===== config.mk =====
export PLATFORM = sky130hd
export DESIGN_NAME = agu_top
export DESIGN_NICKNAME = d
export VERILOG_FILES = /design/src/rtl/agu_pkg.sv /design/src/rtl/agu_rev_step.sv /design/src/rtl/agu_ptr_ctrl.sv /design/src/rtl/agu_ar_file.sv /design/src/rtl/agu_top.sv
export SDC_FILE = /design/constraint.sdc
export NUM_CORES = 1
export LEC_CHECK = 0
export ABC_CLOCK_PERIOD_IN_PS = 11200
export BUFFER_PORTS_ARGS = -buffer_cell sky130_fd_sc_hd__buf_2
export CORE_MARGIN = 2
export CORE_UTILIZATION = 35
export CTS_CLUSTER_DIAMETER = 50
export DETAILED_ROUTE_END_ITERATION = 6
export PLACE_DENSITY = 0.55
export SYNTH_ARGS = -nofsm -noshare
export SYNTH_HDL_FRONTEND = slang
export SYNTH_SLANG_ARGS = --single-unit

===== constraint.sdc =====
create_clock -name clk_i -period 11.2 [get_ports clk_i]
set_input_delay 2.24 -clock clk_i [delete_from_list [all_inputs] [get_ports clk_i]]
set_output_delay 2.24 -clock clk_i [all_outputs]
set_load 0.02 [all_outputs]

===== src/rtl/agu_pkg.sv =====
package agu_pkg;
  typedef enum logic [2:0] {
    STEP_HOLD = 3'd0,
    STEP_INC  = 3'd1,
    STEP_DEC  = 3'd2,
    STEP_ADD  = 3'd3,
    STEP_SUB  = 3'd4,
    STEP_RADD = 3'd5,
    STEP_RSUB = 3'd6,
    STEP_RSVD = 3'd7
  } step_e;
endpackage


===== src/rtl/agu_rev_step.sv =====
// a +/- b with the carry chain running MSB -> LSB
module agu_rev_step #(
  parameter int W = 16
) (
  input  logic [W-1:0] a_i,
  input  logic [W-1:0] b_i,
  input  logic         sub_i,
  output logic [W-1:0] y_o
);
  logic [W-1:0] a_r, b_r, s_r;

  for (genvar i = 0; i < W; i++) begin : g_rev
    assign a_r[i]     = a_i[W-1-i];
    assign b_r[i]     = b_i[W-1-i];
    assign y_o[W-1-i] = s_r[i];
  end

  assign s_r = sub_i ? (a_r - b_r) : (a_r + b_r);
endmodule


===== src/rtl/agu_ptr_ctrl.sv =====
module agu_ptr_ctrl #(
  parameter int PW = 3
) (
  input  logic          clk_i,
  input  logic          rst_ni,
  input  logic          ld_i,
  input  logic [PW-1:0] ptr_i,
  output logic [PW-1:0] ptr_o,
  output logic [PW-1:0] prev_o
);
  logic [PW-1:0] ptr_q, prev_q;

  always_ff @(posedge clk_i or negedge rst_ni) begin
    if (!rst_ni) begin
      ptr_q  <= '0;
      prev_q <= '0;
    end else if (ld_i) begin
      prev_q <= ptr_q;
      ptr_q  <= ptr_i;
    end
  end

  assign ptr_o  = ptr_q;
  assign prev_o = prev_q;

  p_hist_load_r7: assert property (@(posedge clk_i) disable iff (!rst_ni)
    ld_i |=> (prev_q == $past(ptr_q)) && (ptr_q == $past(ptr_i)));

  p_ptr_hold_r8: assert property (@(posedge clk_i) disable iff (!rst_ni)
    !ld_i |=> $stable(ptr_q) && $stable(prev_q));
endmodule


===== src/rtl/agu_ar_file.sv =====
module agu_ar_file
  import agu_pkg::*;
#(
  parameter int AW  = 16,
  parameter int NAR = 8,
  localparam int PW = $clog2(NAR)
) (
  input  logic          clk_i,
  input  logic          rst_ni,
  input  logic          upd_i,
  input  logic [2:0]    mode_i,
  input  logic [PW-1:0] sel_i,
  input  logic          wr_i,
  input  logic [PW-1:0] wr_sel_i,
  input  logic [AW-1:0] wr_data_i,
  output logic [AW-1:0] rd_o
);
  logic [NAR-1:0][AW-1:0] ar_q;
  logic [AW-1:0] cur, idx, nxt, rev_y;
  step_e step;

  assign step = step_e'(mode_i);
  assign cur  = ar_q[sel_i];
  assign idx  = ar_q[0];
  assign rd_o = cur;

  agu_rev_step #(.W(AW)) u_rev (
    .a_i  (cur),
    .b_i  (idx),
    .sub_i(step == STEP_RSUB),
    .y_o  (rev_y)
  );

  always_comb begin
    unique case (step)
      STEP_INC:             nxt = cur + AW'(1);
      STEP_DEC:             nxt = cur - AW'(1);
      STEP_ADD:             nxt = cur + idx;
      STEP_SUB:             nxt = cur - idx;
      STEP_RADD, STEP_RSUB: nxt = rev_y;
      default:              nxt = cur;
    endcase
  end

  for (genvar r = 0; r < NAR; r++) begin : g_ar
    always_ff @(posedge clk_i or negedge rst_ni) begin
      if (!rst_ni)                             ar_q[r] <= '0;
      else if (wr_i && wr_sel_i == PW'(r))     ar_q[r] <= wr_data_i;
      else if (upd_i && sel_i == PW'(r))       ar_q[r] <= nxt;
    end
  end

  p_idle_hold_r2: assert property (@(posedge clk_i) disable iff (!rst_ni)
    (!upd_i && !wr_i) |=> $stable(ar_q));

  p_wr_wins_r8: assert property (@(posedge clk_i) disable iff (!rst_ni)
    wr_i |=> ar_q[$past(wr_sel_i)] == $past(wr_data_i));

  p_inc_wrap_r4: assert property (@(posedge clk_i) disable iff (!rst_ni)
    (upd_i && step == STEP_INC && !(wr_i && wr_sel_i == sel_i))
      |=> ar_q[$past(sel_i)] == AW'($past(rd_o) + AW'(1)));

  p_add_idx_r5: assert property (@(posedge clk_i) disable iff (!rst_ni)
    (upd_i && step == STEP_ADD && sel_i != '0 && !wr_i)
      |=> ar_q[$past(sel_i)] == AW'($past(rd_o) + $past(ar_q[0])));
endmodule


===== src/rtl/agu_top.sv =====
module agu_top #(
  parameter int AW  = 16,
  parameter int PGW = 9,
  parameter int NAR = 8,
  localparam int OFW = AW - PGW,
  localparam int PW  = $clog2(NAR)
) (
  input  logic           clk_i,
  input  logic           rst_ni,
  input  logic           indirect_i,
  input  logic           access_i,
  input  logic [OFW-1:0] offset_i,
  input  logic [2:0]     mode_i,
  input  logic           ptr_ld_i,
  input  logic [PW-1:0]  ptr_i,
  input  logic           page_ld_i,
  input  logic [PGW-1:0] page_i,
  input  logic           ar_wr_i,
  input  logic [PW-1:0]  ar_wr_sel_i,
  input  logic [AW-1:0]  ar_wr_data_i,
  output logic [AW-1:0]  addr_o,
  output logic [PW-1:0]  ptr_o,
  output logic [PW-1:0]  prev_ptr_o
);
  logic [PGW-1:0] page_q;
  logic [AW-1:0]  ar_rd;
  logic [PW-1:0]  sel;

  always_ff @(posedge clk_i or negedge rst_ni) begin
    if (!rst_ni)        page_q <= '0;
    else if (page_ld_i) page_q <= page_i;
  end

  agu_ptr_ctrl #(.PW(PW)) u_ptr (
    .clk_i (clk_i),
    .rst_ni(rst_ni),
    .ld_i  (ptr_ld_i),
    .ptr_i (ptr_i),
    .ptr_o (sel),
    .prev_o(prev_ptr_o)
  );

  agu_ar_file #(.AW(AW), .NAR(NAR)) u_ar (
    .clk_i    (clk_i),
    .rst_ni   (rst_ni),
    .upd_i    (access_i & indirect_i),
    .mode_i   (mode_i),
    .sel_i    (sel),
    .wr_i     (ar_wr_i),
    .wr_sel_i (ar_wr_sel_i),
    .wr_data_i(ar_wr_data_i),
    .rd_o     (ar_rd)
  );

  assign ptr_o  = sel;
  assign addr_o = indirect_i ? ar_rd : {page_q, offset_i};

  p_page_load_r9: assert property (@(posedge clk_i) disable iff (!rst_ni)
    page_ld_i |=> page_q == $past(page_i));
endmodule


==> run_results.csv, run 1 <==
group,metric,value,unit
finish,layout_commonest_cell,"o21ai_0",
clock_tree,clk_pin_slew,0.06,ns
grt,grt_max_degree,96,
critical_path,cp_num_buf_inv,1,
die,core_area,29600,um^2
clock_tree,clockRootBuffer,"clkbuf_16",
critical_path,arrival,6.13,ns
critical_path,rr_worst_depth,13,
clock_tree,cts_sinks,143,
pwr,peakVddDrop,0.118,mV
critical_path,critical_path.top_delay_family,"compound AO/OA/AOI/OAI gates",
min_path,hold_class,"reg2reg",
yosys,synth_top_area_frac,0.340,
critical_path,endpoint_kind,"flip-flop",
detailed_routing,drc,0,
yosys,syn_area_per_cell,8.62,um^2
finish,area_delta_synth_final,12.1,%
grt,first_global_vias,9509,
detailed_routing,first_pass_iters,6,
grt,grt_overflow,0,
finish,layout-drive-gt1-share,0.169,
clock_tree,clk_latency,0.43,ns
placed_design,place_area,11200,um^2
placed_design,port_buffers,69,
pwr,power_leakage,0.00477,uW
die,die_y,177,um
grt,antenna_found_initial,0,
die,io_pins,70,
finish,fin_area,11800,um^2
placed_design,hpwlAfterDp,26500,um
critical_path,crit_type,"in2reg",
sta,tightest_slew,1.12,ns
yosys,seq_area_frac_synth,0.340,
critical_path,cp.required,11.55,ns
sta,fmax,173,MHz
critical_path,start_kind,"primary input",
yosys,ys.flop_type,"dfrtp_1",
sta,tns,0,ns
die,start_util,0.355,
yosys,synth.distinct_cells,69,
critical_path,crit_chain,"buf_2, nand2b_1, mux2i_1, nand2_1, ha_1, fa_1, nor2b_1, o21ai_0, a21oi_1, o2111ai_1, and3b_1, o31ai_1, nor2_1, o21ai_0",
critical_path,crit_cells,14,
yosys,synth_edf_count,0,
sta,finClkSkew,0.00952,ns
clock_tree,cts_buffer_depth,2,
clock_tree,postCtsHoldBufs,0,
yosys,yosysTopAreaCell,"dfrtp_1",
clock_tree,postCtsSetupBuffers,0,
yosys,syn_nets,1302,
critical_path,critPathMaxStageDelay,0.92,ns
yosys,syn_area,10500,um^2
detailed_routing,routed-via-count,9806,
pwr,p_per_area,262,nW/um^2
sta,min_period_over_period,0.516,
clock_tree,cts_max_level,4,
critical_path,slowest_stage,"o31ai_1",
finish,final_nets,1322,
yosys,ys_ff_latch,143,
sta,setup_violations,0,
sta,fin_crit,5.78,ns
job,maxCapViolations,0,
sta,finalHoldViolCount,0,
sta,rsz0062_at_grt,"false",
clock_tree,cts_tree,"done",
finish,final_cell_mix,"o21ai_0 (162), dfrtp_1 (142), nor2_1 (124)",
grt,grtUsageTotal,0.245,
sta,finalMaxSlewViolations,0,
critical_path,crit_top_cell,"o21ai_0",
detailed_routing,ant_nets,0,
yosys,synth_area_leaders,"dfrtp_1 (34%), o21ai_0 (7.7%), mux4_2 (6.9%)",
clock_tree,cts_resized,0,
finish,num_antenna_cells,0,
finish,nFillCells,3005,
yosys,syn-instance-count,1220,
sta,slew_headroom,0.245,
yosys,yosys_warnings,0,
grt,grt_pass1_wl,58000,um
die,die_area,31400,um^2
clock_tree,numCtsBuffers,17,
detailed_routing,drt_iter0_markers,1189,
placed_design,gp_congestion,0.861,
detailed_routing,vias_per_cell,5.98,
detailed_routing,routedWlPerCell,22.8,um
min_path,hold_depth,1,
die,die_w,177,um
yosys,async_flop_share,1.00,
die,rows,63,
detailed_routing,wirelength,37500,um
critical_path,critPathMaxFanout,17,
run_status,status,"complete, no violations",
[power by group]
group	switching, uW	total [uW]	internal, uW
clock	230	594	365
combinational	969	1650	677
sequential	161	855	693
total	1360	3090	1730
[cell usage after synthesis (23+ instances only)]
cell type,number
a21o_1,23
ha_1,32
mux2_2,33
dfrtp_1,143
clkbuf_1,63
a21oi_1,82
nor2_1,125
or3_1,27
nand2_1,120
o21a_1,24
nor3_1,30
xnor2_1,25
o21ai_0,162
nand3_1,31
mux4_2,32
mux2i_1,30
[registers in the layout, summed over array words and instances, names as in the netlist]
name          cells
u_ptr.ptr_o       3
u_ptr.prev_o      3
page_q            9
u_ar.ar_q       112
u_ar.idx         16
[path summary, 6_finish.rpt]
path | from | end | slack, ns
worst max-delay path | mode_i[1] | u_ar.ar_q[90] | 5.42
worst max register to register | u_ptr.ptr_o[1] | u_ar.ar_q[96] | 6.05
min in group asynchronous | rst_ni | u_ar.ar_q[27] | 1.91
worst min-delay path | u_ptr.prev_o[2] | u_ptr.prev_o[2] | 0.50
max in group asynchronous | rst_ni | u_ar.ar_q[47] | 8.05
worst min register to register | u_ptr.prev_o[2] | u_ptr.prev_o[2] | 0.50
[logic make-up (layout without fill, tap and decap cells)]
kind of cell             after synthesis  count (layout)  share of synthesized area
adder cells (fa/ha/maj)               34              34                     0.0419
AND/OR/NAND/NOR                      404             404                      0.180
multiplexers                          95              95                      0.132
flip-flops                           143             143                      0.340
AO/OA/AOI/OAI                        399             399                      0.234
XOR/XNOR                              36              36                     0.0300
buffers and inverters                109             140                     0.0418
[routing by layer]
metal / part of all wire / vias up / track usage
li1: - / 4504 / -
met1: 0.44 / 4866 / 0.341
met2: 0.46 / 384 / 0.387
met3: 0.071 / 52 / 0.0424
met4: 0.024 / 0 / 0.0765
met5: 0 / - / 0
[area by class of cell]
cell class / count / area [um^2] / share of cell area
inverters: 16 / 60.1 / 0.00509
well taps: 390 / 488 / 0.0414
multi-input cells: 968 / 6520 / 0.553
flip-flops and latches: 143 / 3580 / 0.304
repair buffers: 94 / 537 / 0.0455
clock buffers: 20 / 467 / 0.0396
clock inverters: 10 / 138 / 0.0117
[metrics by stage]
| step | setup WS (ns) | hold WS, ns | std cells | util | total power [uW] |
|---|---|---|---|---|---|
| after floorplan | 5.71 | 0.477 | 1220 | - | 1990 |
| after global placement | 5.13 | 0.484 | 1610 | 0.377 | 2450 |
| after detailed placement | 5.04 | 0.494 | 1610 | 0.377 | 2470 |
| after CTS | 5.48 | 0.508 | 1640 | 0.398 | 3070 |
| after global routing | 4.97 | 0.516 | 1641 | 0.398 | 3300 |
| final | 5.42 | 0.503 | 1641 | 0.398 | 3090 |
Note: power is estimated with default switching activity, not from simulation.
==> run 2: changes to the inputs <==
ABC_CLOCK_PERIOD_IN_PS = 4640   (was 11200)
PLACE_DENSITY = 0.57   (was 0.55)
clock period = 4.64 ns   (was 11.2 ns; I/O delays follow)
==> run_results.csv, run 2 (same netlist as run 1, synthesis figures left out) <==
group,metric,value,unit
sta,setup_violations,0,
grt,grt_overflow,0,
detailed_routing,vias_per_cell,5.93,
clock_tree,clockRootBuffer,"clkbuf_16",
critical_path,crit_cells,11,
critical_path,critPathLaunch,"u_ptr.ptr_o[0]",
critical_path,critPathMaxStageDelay,0.96,ns
finish,max_flop_register,"u_ar.ar_q",
critical_path,critical_path.top_delay_family,"compound AO/OA/AOI/OAI gates",
pwr,power_frac_comb,0.562,
critical_path,slowest_stage,"nor3_1",
clock_tree,cts_sinks,143,
sta,finClkSkew,0.00946,ns
finish,final_nets,1367,
sta,rsz0062_at_grt,"false",
critical_path,start_kind,"flip-flop",
die,core_area,29600,um^2
run_status,status,"complete, no violations",
sta,fin_crit,4.41,ns
clock_tree,clk_pin_slew,0.06,ns
sta,finalMaxSlewViolations,0,
pwr,netSwitchingFraction,0.442,
detailed_routing,drt_iter0_markers,924,
grt,grt_pass1_wl,58900,um
clock_tree,postCtsHoldBufs,0,
placed_design,port_buffers,69,
critical_path,critPathMaxFanout,11,
die,start_util,0.355,
detailed_routing,first_pass_iters,5,
pwr,power_leakage,0.00499,uW
placed_design,gp_congestion,0.955,
finish,area_delta_synth_final,15.5,%
sta,slew_headroom,0.141,
sta,min_period_over_period,0.951,
sta,layout_setup_ws,0.227,ns
critical_path,r2r-start,"u_ptr.ptr_o[0]",
min_path,hold_class,"in2async",
critical_path,crit_type,"reg2reg",
finish,fin_area,12100,um^2
sta,fmax,227,MHz
die,die_y,177,um
sta,finalHoldViolCount,0,
critical_path,arrival,4.77,ns
sta,tightest_slew,1.28,ns
pwr,intPower,4310,uW
critical_path,crit_chain,"mux4_2, mux2_2, ha_1, nor2b_1, o21a_1, o211ai_1, a21boi_0, o21a_1, o21a_1, nor3_1, o31a_1",
critical_path,cp.required,5.00,ns
clock_tree,cts_buffer_depth,2,
grt,first_global_vias,9729,
placed_design,place_area,11600,um^2
pwr,clkPwrFrac,0.178,
finish,largest_reg_flops,112,
detailed_routing,drc,0,
pwr,p_per_area,636,nW/um^2
pwr,p_sw,3410,uW
die,io_pins,70,
die,die_area,31400,um^2
detailed_routing,wirelength,38400,um
critical_path,cp_num_buf_inv,0,
finish,final_cell_mix,"o21ai_0 (162), dfrtp_1 (142), nor2_1 (125)",
detailed_routing,routed-via-count,10000,
placed_design,pre_cts_ws,0.163,ns
job,maxCapViolations,0,
clock_tree,cts_tree,"done",
critical_path,endpoint_kind,"flip-flop",
die,rows,63,
pwr,peakVddDrop,0.278,mV
finish,num_antenna_cells,0,
clock_tree,clk_latency,0.42,ns
placed_design,hpwlAfterDp,28000,um
finish,layout-drive-gt1-share,0.198,
grt,grt_max_degree,90,
critical_path,crit_top_cell,"o21a_1",
pwr,p_seq_frac,0.260,
sta,tns,0,ns
grt,grtUsageTotal,0.248,
detailed_routing,ant_nets,0,
clock_tree,numCtsBuffers,17,
finish,nFillCells,3035,
finish,layout_commonest_cell,"o21ai_0",
die,die_w,177,um
grt,antenna_found_initial,0,
detailed_routing,routedWlPerCell,22.8,um
critical_path,rr_worst_depth,11,
clock_tree,cts_max_level,4,
## run 2: cell types whose count changed in the layout (fill, tap and decap cells not counted), moves of 2 or more
cell	before	now
buf_12	0	3
buf_4	24	67
clkbuf_8	3	1
inv_6	0	2
## run 2: area by class of cell
type | count | area [um^2] | share of cell area
Tap cell | 390 | 488 | 0.0402
Timing Repair Buffer | 139 | 915 | 0.0753
Clock buffer | 19 | 443 | 0.0365
Multi-Input combinational cell | 968 | 6520 | 0.537
Sequential cell | 143 | 3580 | 0.295
Inverter | 16 | 60.1 | 0.00495
Clock inverter | 13 | 139 | 0.0114
## run 2: metal layers
metal / share of wire / track usage
met2: 0.46 / 0.391
met5: 0 / 0
met3: 0.084 / 0.0546
met4: 0.025 / 0.0680
met1: 0.43 / 0.343
## run 2: worst reg2reg max path, cell delays in order, from the launching register on
cell	delay [ns]
dfrtp_1	0.67
mux4_2	0.59
mux2_2	0.35
ha_1	0.37
nor2b_1	0.15
o21a_1	0.19
o211ai_1	0.26
a21boi_0	0.16
o21a_1	0.21
o21a_1	0.16
nor3_1	0.96
o31a_1	0.26
## run 2: final timing paths
path,end,slack (ns)
max,u_ar.ar_q[53],0.23
min,u_ar.ar_q[116],0.47
max reg2reg,u_ar.ar_q[53],0.23
min reg2reg,u_ptr.prev_o[2],0.50
max in group asynchronous,u_ptr.ptr_o[1],3.22
min in group clk_i,u_ptr.prev_o[2],0.50
## run 2: timing repair
| action | in CTS | in global routing |
|---|---|---|
| buffers inserted | 0 | 0 |
| gates resized for setup | 0 | 1 |
| endpoints found under the setup margin | 0 | 7 |
## run 2: power groups by stage
stage                     Sequential, uW  Combinational (uW)  Clock (uW)
after floorplan                     1840                2960           0
after global placement              2000                4190           0
after detailed placement            2010                4230           0
after CTS                           1990                4260        1380
after global routing                2050                4730        1440
final                               2010                4340        1380
## run 2: stage by stage
stage	std cells	hold WS, ns	util	power (uW)
after global placement	1656	0.488	0.390	6190
after CTS	1688	0.488	0.410	7630
after global routing	1688	0.512	0.410	8220
after detailed placement	1656	0.495	0.390	6240
after floorplan	1220	0.477	-	4800
final	1688	0.474	0.410	7720
